### config.mk
export PLATFORM = sky130hd
export DESIGN_NAME = tws_master
export DESIGN_NICKNAME = d
export VERILOG_FILES = /design/src/rtl/tws_pkg.sv /design/src/rtl/tws_clkgen.sv /design/src/rtl/tws_shifter.sv /design/src/rtl/tws_seq.sv /design/src/rtl/tws_master.sv
export SDC_FILE = /design/constraint.sdc
export NUM_CORES = 1
export LEC_CHECK = 0
export CORE_UTILIZATION = 55
export DETAILED_ROUTE_END_ITERATION = 10
export PLACE_DENSITY_LB_ADDON = 0.2
export SETUP_SLACK_MARGIN = 0.1
export SLEW_MARGIN = 20
export SYNTH_ARGS = -nofsm -noshare
export SYNTH_HDL_FRONTEND = slang
export SYNTH_HIERARCHICAL = 1
export SYNTH_SLANG_ARGS = --single-unit
export TNS_END_PERCENT = 30
### constraint.sdc
create_clock -name clk_i -period 4.8 [get_ports clk_i]
set_input_delay 0.96 -clock clk_i [delete_from_list [all_inputs] [get_ports clk_i]]
set_output_delay 0.96 -clock clk_i [all_outputs]
set_load 0.02 [all_outputs]
### src/rtl/tws_pkg.sv
package tws_pkg;

  typedef enum logic [2:0] {
    ST_IDLE,
    ST_PRE,
    ST_HDR,
    ST_TURN,
    ST_DATA,
    ST_GAP,
    ST_POST
  } seq_state_e;

  // header word: leading zero, read flag, then address bits (right aligned)
  function automatic logic [31:0] frame_header(input logic rd, input logic [31:0] addr,
                                               input int aw);
    logic [31:0] mask;
    mask = (32'd1 << aw) - 32'd1;
    return (32'(rd) << aw) | (addr & mask);
  endfunction

  function automatic logic addr_valid(input logic [31:0] addr, input int nregs);
    return addr < 32'(nregs);
  endfunction

endpackage

### src/rtl/tws_clkgen.sv
module tws_clkgen #(
  parameter int HALF_CYC = 2
) (
  input  logic clk_i,
  input  logic rst_ni,
  input  logic run_i,
  input  logic hold_low_i,
  output logic sclk_o,
  output logic half_tick_o,
  output logic slot_end_o
);
  localparam int CW = (HALF_CYC > 1) ? $clog2(HALF_CYC) : 1;

  logic [CW-1:0] cnt_q;
  logic          phase_q;
  logic          tick;

  assign tick        = run_i && (cnt_q == CW'(HALF_CYC - 1));
  assign half_tick_o = tick;
  assign slot_end_o  = tick && phase_q && !hold_low_i;
  assign sclk_o      = phase_q;

  always_ff @(posedge clk_i) begin
    if (!rst_ni) begin
      cnt_q   <= '0;
      phase_q <= 1'b0;
    end else if (!run_i) begin
      cnt_q   <= '0;
      phase_q <= 1'b0;
    end else begin
      cnt_q <= tick ? '0 : cnt_q + CW'(1);
      if (tick && !hold_low_i) phase_q <= ~phase_q;
    end
  end

  AST_IDLE_CLK_LOW: assert property (@(posedge clk_i) disable iff (!rst_ni)
    !run_i |=> (!run_i -> !phase_q));
  AST_GAP_CLK_LOW: assert property (@(posedge clk_i) disable iff (!rst_ni)
    hold_low_i |-> !phase_q);

endmodule

### src/rtl/tws_shifter.sv
module tws_shifter #(
  parameter int TX_W = 25,
  parameter int RX_W = 16
) (
  input  logic            clk_i,
  input  logic            rst_ni,
  input  logic            load_i,
  input  logic [TX_W-1:0] load_val_i,
  input  logic            adv_i,
  input  logic            cap_i,
  input  logic            bit_i,
  output logic            tx_bit_o,
  output logic [RX_W-1:0] rx_word_o
);
  logic [TX_W-1:0] tx_q;
  logic [RX_W-1:0] rx_q;

  assign tx_bit_o  = tx_q[TX_W-1];
  assign rx_word_o = rx_q;

  always_ff @(posedge clk_i) begin
    if (!rst_ni) begin
      tx_q <= '0;
      rx_q <= '0;
    end else begin
      if (load_i)     tx_q <= load_val_i;
      else if (adv_i) tx_q <= {tx_q[TX_W-2:0], 1'b0};
      if (cap_i)      rx_q <= {rx_q[RX_W-2:0], bit_i};
    end
  end

  AST_NO_LOAD_AND_SHIFT: assert property (@(posedge clk_i) disable iff (!rst_ni)
    load_i |-> !adv_i && !cap_i);

endmodule

### src/rtl/tws_seq.sv
module tws_seq
  import tws_pkg::*;
#(
  parameter int HDR_W      = 9,
  parameter int DATA_W     = 16,
  parameter int PRE_PULSES = 2
) (
  input  logic clk_i,
  input  logic rst_ni,
  input  logic req_valid_i,
  input  logic req_rd_i,
  input  logic addr_ok_i,
  input  logic slot_end_i,
  input  logic half_tick_i,
  input  logic sclk_i,
  output logic ready_o,
  output logic busy_o,
  output logic done_o,
  output logic err_o,
  output logic en_no,
  output logic oe_o,
  output logic run_o,
  output logic hold_low_o,
  output logic tx_load_o,
  output logic tx_adv_o,
  output logic rx_cap_o
);
  localparam int M1   = (DATA_W > HDR_W) ? DATA_W : HDR_W;
  localparam int MAXN = (M1 > PRE_PULSES) ? M1 : PRE_PULSES;
  localparam int LW   = $clog2(MAXN + 1);

  seq_state_e    st_q;
  logic [LW-1:0] left_q;
  logic          rd_q, en_n_q, oe_q, done_q, err_q;
  logic          accept, last_slot;

  assign ready_o    = (st_q == ST_IDLE) && !done_q;
  assign accept     = req_valid_i && ready_o;
  assign last_slot  = (left_q == LW'(1));
  assign busy_o     = (st_q != ST_IDLE);
  assign done_o     = done_q;
  assign err_o      = err_q;
  assign en_no      = en_n_q;
  assign oe_o       = oe_q;
  assign run_o      = (st_q != ST_IDLE);
  assign hold_low_o = (st_q == ST_GAP);
  assign tx_load_o  = accept && addr_ok_i;
  assign tx_adv_o   = slot_end_i && ((st_q == ST_HDR) || (st_q == ST_DATA));
  assign rx_cap_o   = slot_end_i && (st_q == ST_DATA) && rd_q;

  always_ff @(posedge clk_i) begin
    if (!rst_ni) begin
      st_q   <= ST_IDLE;
      left_q <= '0;
      rd_q   <= 1'b0;
      en_n_q <= 1'b1;
      oe_q   <= 1'b1;
      done_q <= 1'b0;
      err_q  <= 1'b0;
    end else begin
      done_q <= 1'b0;
      err_q  <= 1'b0;
      unique case (st_q)
        ST_IDLE: begin
          if (accept) begin
            if (addr_ok_i) begin
              st_q   <= ST_PRE;
              left_q <= LW'(PRE_PULSES);
              rd_q   <= req_rd_i;
            end else begin
              done_q <= 1'b1;
              err_q  <= 1'b1;
            end
          end
        end
        ST_PRE: begin
          if (slot_end_i) begin
            if (last_slot) begin
              st_q   <= ST_HDR;
              left_q <= LW'(HDR_W);
              en_n_q <= 1'b0;
            end else begin
              left_q <= left_q - LW'(1);
            end
          end
        end
        ST_HDR: begin
          if (slot_end_i) begin
            if (last_slot) begin
              if (rd_q) begin
                st_q   <= ST_TURN;
                oe_q   <= 1'b0;
                left_q <= LW'(1);
              end else begin
                st_q   <= ST_DATA;
                left_q <= LW'(DATA_W);
              end
            end else begin
              left_q <= left_q - LW'(1);
            end
          end
        end
        ST_TURN: begin
          if (slot_end_i) begin
            st_q   <= ST_DATA;
            left_q <= LW'(DATA_W);
          end
        end
        ST_DATA: begin
          if (slot_end_i) begin
            if (last_slot) st_q <= ST_GAP;
            else           left_q <= left_q - LW'(1);
          end
        end
        ST_GAP: begin
          if (half_tick_i) begin
            st_q   <= ST_POST;
            en_n_q <= 1'b1;
            oe_q   <= 1'b1;
          end
        end
        ST_POST: begin
          if (slot_end_i) begin
            st_q   <= ST_IDLE;
            done_q <= 1'b1;
          end
        end
        default: st_q <= ST_IDLE;
      endcase
    end
  end

  AST_IDLE_EN_HIGH: assert property (@(posedge clk_i) disable iff (!rst_ni)
    (st_q == ST_IDLE) |-> en_n_q);
  AST_PRE_EN_HIGH: assert property (@(posedge clk_i) disable iff (!rst_ni)
    (st_q == ST_PRE) |-> en_n_q);
  AST_WRITE_DRIVES: assert property (@(posedge clk_i) disable iff (!rst_ni)
    (!rd_q && st_q != ST_IDLE) |-> oe_q);
  AST_READ_RELEASE: assert property (@(posedge clk_i) disable iff (!rst_ni)
    (rd_q && (st_q == ST_TURN || st_q == ST_DATA)) |-> !oe_q);
  AST_EN_MOVES_CLK_LOW: assert property (@(posedge clk_i) disable iff (!rst_ni)
    !$stable(en_n_q) |-> !sclk_i);
  AST_DONE_ONE_CYCLE: assert property (@(posedge clk_i) disable iff (!rst_ni)
    done_q |=> !done_q);
  AST_ERR_WITH_DONE: assert property (@(posedge clk_i) disable iff (!rst_ni)
    err_q |-> done_q && (st_q == ST_IDLE));
  AST_BUSY_BLOCKS: assert property (@(posedge clk_i) disable iff (!rst_ni)
    busy_o |-> !ready_o);

endmodule

### src/rtl/tws_master.sv
module tws_master
  import tws_pkg::*;
#(
  parameter int HALF_CYC   = 2,
  parameter int ADDR_W     = 7,
  parameter int DATA_W     = 16,
  parameter int NUM_REGS   = 31,
  parameter int PRE_PULSES = 2
) (
  input  logic              clk_i,
  input  logic              rst_ni,
  input  logic              req_valid_i,
  output logic              req_ready_o,
  input  logic              req_rd_i,
  input  logic [ADDR_W-1:0] req_addr_i,
  input  logic [DATA_W-1:0] req_wdata_i,
  output logic              busy_o,
  output logic              done_o,
  output logic              err_o,
  output logic [DATA_W-1:0] rdata_o,
  output logic              link_clk_o,
  output logic              link_en_no,
  output logic              link_dat_o,
  output logic              link_dat_oe_o,
  input  logic              link_dat_i,
  output logic              link_rst_no
);
  localparam int HDR_W = ADDR_W + 2;
  localparam int TX_W  = HDR_W + DATA_W;

  logic             addr_ok, slot_end, half_tick, sclk;
  logic             run, hold_low, tx_load, tx_adv, rx_cap, tx_bit, oe;
  logic [HDR_W-1:0] hdr;
  logic             prst_q;

  assign addr_ok = addr_valid(32'(req_addr_i), NUM_REGS);
  assign hdr     = HDR_W'(frame_header(req_rd_i, 32'(req_addr_i), ADDR_W));

  tws_clkgen #(.HALF_CYC(HALF_CYC)) u_clk (
    .clk_i      (clk_i),
    .rst_ni     (rst_ni),
    .run_i      (run),
    .hold_low_i (hold_low),
    .sclk_o     (sclk),
    .half_tick_o(half_tick),
    .slot_end_o (slot_end)
  );

  tws_seq #(.HDR_W(HDR_W), .DATA_W(DATA_W), .PRE_PULSES(PRE_PULSES)) u_seq (
    .clk_i      (clk_i),
    .rst_ni     (rst_ni),
    .req_valid_i(req_valid_i),
    .req_rd_i   (req_rd_i),
    .addr_ok_i  (addr_ok),
    .slot_end_i (slot_end),
    .half_tick_i(half_tick),
    .sclk_i     (sclk),
    .ready_o    (req_ready_o),
    .busy_o     (busy_o),
    .done_o     (done_o),
    .err_o      (err_o),
    .en_no      (link_en_no),
    .oe_o       (oe),
    .run_o      (run),
    .hold_low_o (hold_low),
    .tx_load_o  (tx_load),
    .tx_adv_o   (tx_adv),
    .rx_cap_o   (rx_cap)
  );

  tws_shifter #(.TX_W(TX_W), .RX_W(DATA_W)) u_shift (
    .clk_i     (clk_i),
    .rst_ni    (rst_ni),
    .load_i    (tx_load),
    .load_val_i({hdr, req_wdata_i}),
    .adv_i     (tx_adv),
    .cap_i     (rx_cap),
    .bit_i     (link_dat_i),
    .tx_bit_o  (tx_bit),
    .rx_word_o (rdata_o)
  );

  always_ff @(posedge clk_i) begin
    if (!rst_ni) prst_q <= 1'b0;
    else         prst_q <= 1'b1;
  end

  assign link_clk_o    = sclk;
  assign link_dat_oe_o = oe;
  assign link_dat_o    = tx_bit & oe;
  assign link_rst_no   = prst_q;

  AST_PERIPH_RST_HIGH: assert property (@(posedge clk_i) disable iff (!rst_ni)
    $past(rst_ni) |-> link_rst_no);
  AST_NO_CLK_WHEN_IDLE: assert property (@(posedge clk_i) disable iff (!rst_ni)
    !busy_o |-> !link_clk_o);

endmodule

Word-level counts from Yosys, hierarchy flattened
Index checks and enable logic that the tools add are counted.

storage, ports and cells
  bits in writable memories = 0
  register bits = 57
  input bits = 28
  bits in latches = 0
  bits in read-only memories = 0
  memories = 0
  logic and storage cells = 106

cells by class
  multiply operators = 0
  equal/unequal tests = 20
  add/sub/neg operators = 2
  reductions and logical operators = 27
  multiplexer cells = 39
  shift-type cells = 0
  divide/modulo/power cells = 0
  bitwise operators = 5
  $lt $le $gt $ge = 1

operators with widths
  operator             count
  $mux 25              2
  $mux 5               10
  $mux 3               12
  $pmux 5 s5           1
  $ne 2x1->1 const B   11
  $pmux 3 s7           1
  $reduce_and 11->1    1
  $logic_and 1x1->1    10
  $mux 1               10
  $eq 3x3->1 const B   3
  $or 8x7->8           1
  $reduce_and 8->1     1
  $lt 7x5->1 const B   1
  $eq 3x2->1 const B   2
  $pmux 1 s2           3
  $reduce_bool 2->1    3
  $eq 5x1->1 const B   1
  $reduce_and 5->1     1
  $reduce_bool 5->1    1
  $sub 5x1->5 const B  1
  $ne 2x2->1 const B   2
  $reduce_and 2->1     2
  $reduce_and 4->1     1
  $eq 3x1->1 const B   1
  other kinds (9)      12

Depth between registers and ports, before layout
  depth in word-level cells = 7
  gate-level depth with buffers = 13
  mapped depth without buffers = 8

Cells and area by module
Netlist, hierarchy kept.

modules (own cells, without submodules)
  module       area an instance (um2)  cells each  times used
  tws_shifter  1920.6                  162         1
  tws_seq      923.4                   119         1
  tws_clkgen   90.1                    9           1
  tws_master   45.0                    5           1

Least setup slack after synthesis
OpenSTA, ideal clock, no wires.

  path type = reg-to-reg
  start point = register u_seq.st_q[0]
  end point = register u_shift.tx_q[10]
  arrival time = 2.491 ns
  setup slack = 2.192 ns
  path buffers = 6
  cell stages (with the launch flop) = 13
  data required time = 4.684 ns
  cell sequence = dfxtp_1 buf_2 or3_1 buf_2 buf_4 and2_2 and3b_1 clkbuf_1 nor3b_1 buf_6 buf_6 mux2_4 o211a_1

on the way
  cells in the longest elaborated chain, start to end = 6

RTL lines
  element                         RTL line           source
  start, declared                 tws_seq.sv:32      seq_state_e st_q;
  start signal, assigned          tws_seq.sv:53      st_q <= ST_IDLE;
  start signal, assigned          tws_seq.sv:67      st_q <= ST_PRE;
  start signal, assigned          tws_seq.sv:79      st_q <= ST_HDR;
  $reduce_bool 3->1               --
  named net busy_o                tws_master.sv:17   output logic busy_o,
  $logic_and 1x1->1               tws_clkgen.sv:18   assign tick = run_i && (cnt_q == CW'(HALF_CYC - 1));
  named net half_tick             tws_master.sv:31   logic addr_ok, slot_end, half_tick, sclk;
  $logic_and 1x1->1 (2 in a row)  tws_clkgen.sv:20   assign slot_end_o = tick && phase_q && !hold_low_i;
  named net slot_end              tws_master.sv:31
  $logic_and 1x1->1               tws_seq.sv:48      assign tx_adv_o = slot_end_i && ((st_q == ST_HDR) || (st_q == ST_DATA));
  named net tx_adv                tws_master.sv:32   logic run, hold_low, tx_load, tx_adv, rx_cap, tx_bit, oe;
  $reduce_bool 2->1 (no line)     --
  end signal, assigned            tws_shifter.sv:26  if (load_i) tx_q <= load_val_i;
  end signal, assigned            tws_shifter.sv:27  else if (adv_i) tx_q <= {tx_q[TX_W-2:0], 1'b0};
  end, declared                   tws_shifter.sv:15  logic [TX_W-1:0] tx_q;

The timed path passes the listed nets, and every way through them passes these cells.
A chain may end at the register's enable or synchronous reset.

Final worst setup path
  start point = register u_seq.st_q[2]
  end point = output req_ready_o

on the way
  cells in the longest elaborated chain, start to end = 2

RTL lines
  element            RTL line          source
  $logic_not 3->1    tws_seq.sv:37     assign ready_o = (st_q == ST_IDLE) && !done_q;
  $logic_and 1x1->1  tws_seq.sv:37
  end, declared      tws_master.sv:13  output logic req_ready_o,

No other way between the ends.

==> impl_metrics.json <==
{
  "fin_area_sq_um": 3680,
  "routed_wl_um": 5460,
  "dr_total_vias": 2249,
  "cts_buffers": 9,
  "syn_area_per_cell_sq_um": 10.1,
  "fin_cells": 411,
  "synth.top_cell.area_share_pct": 38.3,
  "clockBufferDepth": 2,
  "max_slew_margin_pct": 31.8,
  "drtIter0Drc": 161,
  "cap_viol_max_count": 0,
  "r2r-end": "u_shift/rx_word_o[4]$_SDFFE_PN0P_",
  "synth_most_common_cell": "dfxtp_1",
  "r2r-start": "u_seq/st_q[2]$_SDFFE_PN0P_",
  "clkPwrFrac_pct": 33.1,
  "finalHoldViolCount": 0,
  "ys_ff_latch": 57,
  "switchingPower_mw": 0.394,
  "leakagePower_nw": 1.57,
  "fin_ws_ns": 1.62,
  "synth_compound_gate_area_share_pct": 17.6,
  "clock.fmax_ghz": 0.315,
  "vias_per_cell": 5.47,
  "seq_area_frac_synth_pct": 38.3,
  "avgRoutedWirePerCell_um": 13.3,
  "synth.top_cells.by_area": "dfxtp_1, mux2_4, o211a_1",
  "clkSinkCount": 57,
  "finalSetupViolations": 0,
  "cp.required_ns": 3.84,
  "synth-xor-area-share_pct": 0.882,
  "synth_edf_count": 0,
  "synth_common_cells": "dfxtp_1, nand2b_1, o211a_1",
  "die-area_sq_um": 5710,
  "dp_cells": 396,
  "post_cts_resized": 0,
  "place_congestion": 0.808,
  "core_sq_um": 5170,
  "startpoint": "u_seq/st_q[2]$_SDFFE_PN0P_",
  "grt_max_degree": 55,
  "grt_usage_pct": 21.0,
  "tritoncts": "yes",
  "regToRegSetupSlack_ns": 1.70,
  "synth_flop_cell": "dfxtp_1",
  "ir_drop_v": 0.000193,
  "synthCells": 295,
  "firstDrtPassIters": 4,
  "ff2ff_path_depth": 7,
  "fillCellCount": 395,
  "synthSimpleGateAreaFrac_pct": 20.4,
  "die_y_um": 75.6,
  "endpoint": "req_ready_o",
  "antenna_found_initial": 0,
  "period_needed_ns": 3.18,
  "clk_latency_ns": 0.33,
  "p_comb_share_pct": 25.0,
  "syn_to_final_growth_pct": 23.6,
  "final_antenna_net_count": 0,
  "syn-cell-area_sq_um": 2980,
  "die_w_um": 75.6,
  "synth-async-reset-ratio_pct": 0,
  "critPathKind": "reg -> out",
  "intPower_mw": 0.949,
  "placed_area_sq_um": 3490,
  "muxShareOfSynthArea_pct": 16.8,
  "status": "finished, final reports clean",
  "cp_data_arrival_time_ns": 2.22,
  "fin_nets": 367,
  "finClkSkew_ns": 0.00847,
  "synth_top_family_by_area": "simple AND/OR/NAND/NOR gates",
  "io_buffers": 52,
  "cts.clk_slew.worst_paths_ns": 0.06,
  "p_per_area_nw_per_um2": 365,
  "fin_crit_sh_pct": 66.2,
  "grt_overflow": 0,
  "start_util_pct": 57.6,
  "finalSetupTns_ns": 0,
  "dp_slack_ns": 1.37,
  "slew_viol_final": 0,
  "rsz0062_at_grt": "false",
  "drive_gt1_share_pct": 15.5,
  "rows": 26,
  "route.detailed.drc": 0,
  "setup.worst_path.start_class": "flop",
  "root_buffer": "clkbuf_8",
  "synth_nets": 325,
  "swShare_pct": 29.4,
  "n_antenna_cell": 0,
  "crit_path_max_fanout": 20,
  "hpwl_um": 3610,
  "ys_warn_count": 6,
  "hold_buffers": 0,
  "worstSetupEndpointType": "primary output",
  "htreeDepth": 3,
  "yosys.area.top_type": "dfxtp_1",
  "tightest_slew_ns": 1.02,
  "postCtsSetupBuffers": 0,
  "pwr-share-seq_pct": 41.8,
  "grt_pass1_vias": 2106,
  "synth_fa_ha_area_share_pct": 0.840,
  "synth_cell_type_count": 55,
  "grt_pass1_wl_um": 9140,
  "num_io_pins": 53,
  "min_path_type": "reg -> reg"
}
-- state kept, by name (all words and copies together) (netlist names) --
signal             cells
u_shift/rx_word_o     16
u_clk/sclk_o           1
u_clk/cnt_q            1
u_seq/err_o            1
u_seq/left_q           5
u_seq/en_no            1
link_rst_no            1
u_shift/tx_q          25
u_seq/done_o           1
u_seq/st_q             3
u_seq/oe_o             1
u_seq/rd_q             1
-- through the flow --
stage	power, mW	util [%]	hold slack (ns)
5_1_grt	1.42	71.2	0.489
2_1_floorplan	0.821	-	0.405
4_1_cts	1.35	71.2	0.449
6_report	1.34	71.2	0.440
3_5_place_dp	0.906	67.4	0.440
3_3_place_gp	0.898	67.4	0.426
-- critical path: stages, from the launching register on --
cell	delay, ns
dfxtp_1	0.51
or3_1	0.62
nor2_1	0.15
clkdlybuf4s50_1	0.61
-- power by group through the flow --
stage	Clock [mW]	Sequential (mW)	Combinational, mW
5_1_grt	0.476	0.569	0.374
3_5_place_dp	0	0.570	0.336
4_1_cts	0.454	0.561	0.337
2_1_floorplan	0	0.549	0.271
3_3_place_gp	0	0.568	0.331
6_report	0.445	0.562	0.336
-- worst min-delay path by stage --
stage	slack [ns]	startpoint	to	cells after the start
floorplan	0.40	u_clk/cnt_q$_SDFF_PP0_	u_clk/cnt_q$_SDFF_PP0_	1
global route	0.49	u_clk/cnt_q$_SDFF_PP0_	u_clk/cnt_q$_SDFF_PP0_	1
global placement	0.43	u_clk/cnt_q$_SDFF_PP0_	u_clk/cnt_q$_SDFF_PP0_	1
detailed placement	0.44	u_clk/cnt_q$_SDFF_PP0_	u_clk/cnt_q$_SDFF_PP0_	1
CTS	0.45	u_clk/cnt_q$_SDFF_PP0_	u_clk/cnt_q$_SDFF_PP0_	1
finish	0.44	u_clk/cnt_q$_SDFF_PP0_	u_clk/cnt_q$_SDFF_PP0_	1
-- layout by cell type, fill, tap and decap left out, types with 3 or more instances in the layout --
| master | n |
|---|---|
| dfxtp_1 | 57 |
| clkdlybuf4s50_1 | 52 |
| nand2b_1 | 26 |
| o211a_1 | 24 |
| nor2b_1 | 19 |
| mux2_4 | 19 |
| mux2i_1 | 16 |
| nor2_1 | 13 |
| nand2_1 | 12 |
| clkbuf_8 | 11 |
| o21ai_0 | 9 |
| a21oi_1 | 8 |
| inv_1 | 6 |
| nand3_1 | 5 |
| mux2_2 | 5 |
| o211ai_1 | 3 |
| o22a_1 | 3 |
-- metal layers --
layer	vias to the layer above	share of wire [%]	track usage [%]
li1	1129	-	-
met1	1057	46	25.5
met2	54	49	35.7
met3	9	3.5	4.89
met4	0	1.6	9.26
met5	-	0	0
-- logic make-up (layout without fill, tap and decap cells) --
family                   count (synthesis)  after routing
adder cells (fa/ha/maj)                  2              2
AO/OA/AOI/OAI                           64             64
buffers and inverters                   29             75
flip-flops                              57             57
multiplexers                            40             40
XOR/XNOR                                 3              3
AND/OR/NAND/NOR                         99             99
other                                    1              1
-- area by class of cell --
| cell class | count | area, sq um | share of cell area [%] |
|---|---|---|---|
| sequential | 57 | 1140 | 31.0 |
| clock inverter | 3 | 40.0 | 1.09 |
| multi-input combinational | 209 | 1700 | 46.2 |
| inverter | 6 | 22.5 | 0.611 |
| timing repair buffer | 54 | 536 | 14.5 |
| clock buffer | 12 | 155 | 4.21 |
| tap | 70 | 87.6 | 2.38 |
No activity file was read; power rests on OpenSTA's default activity.
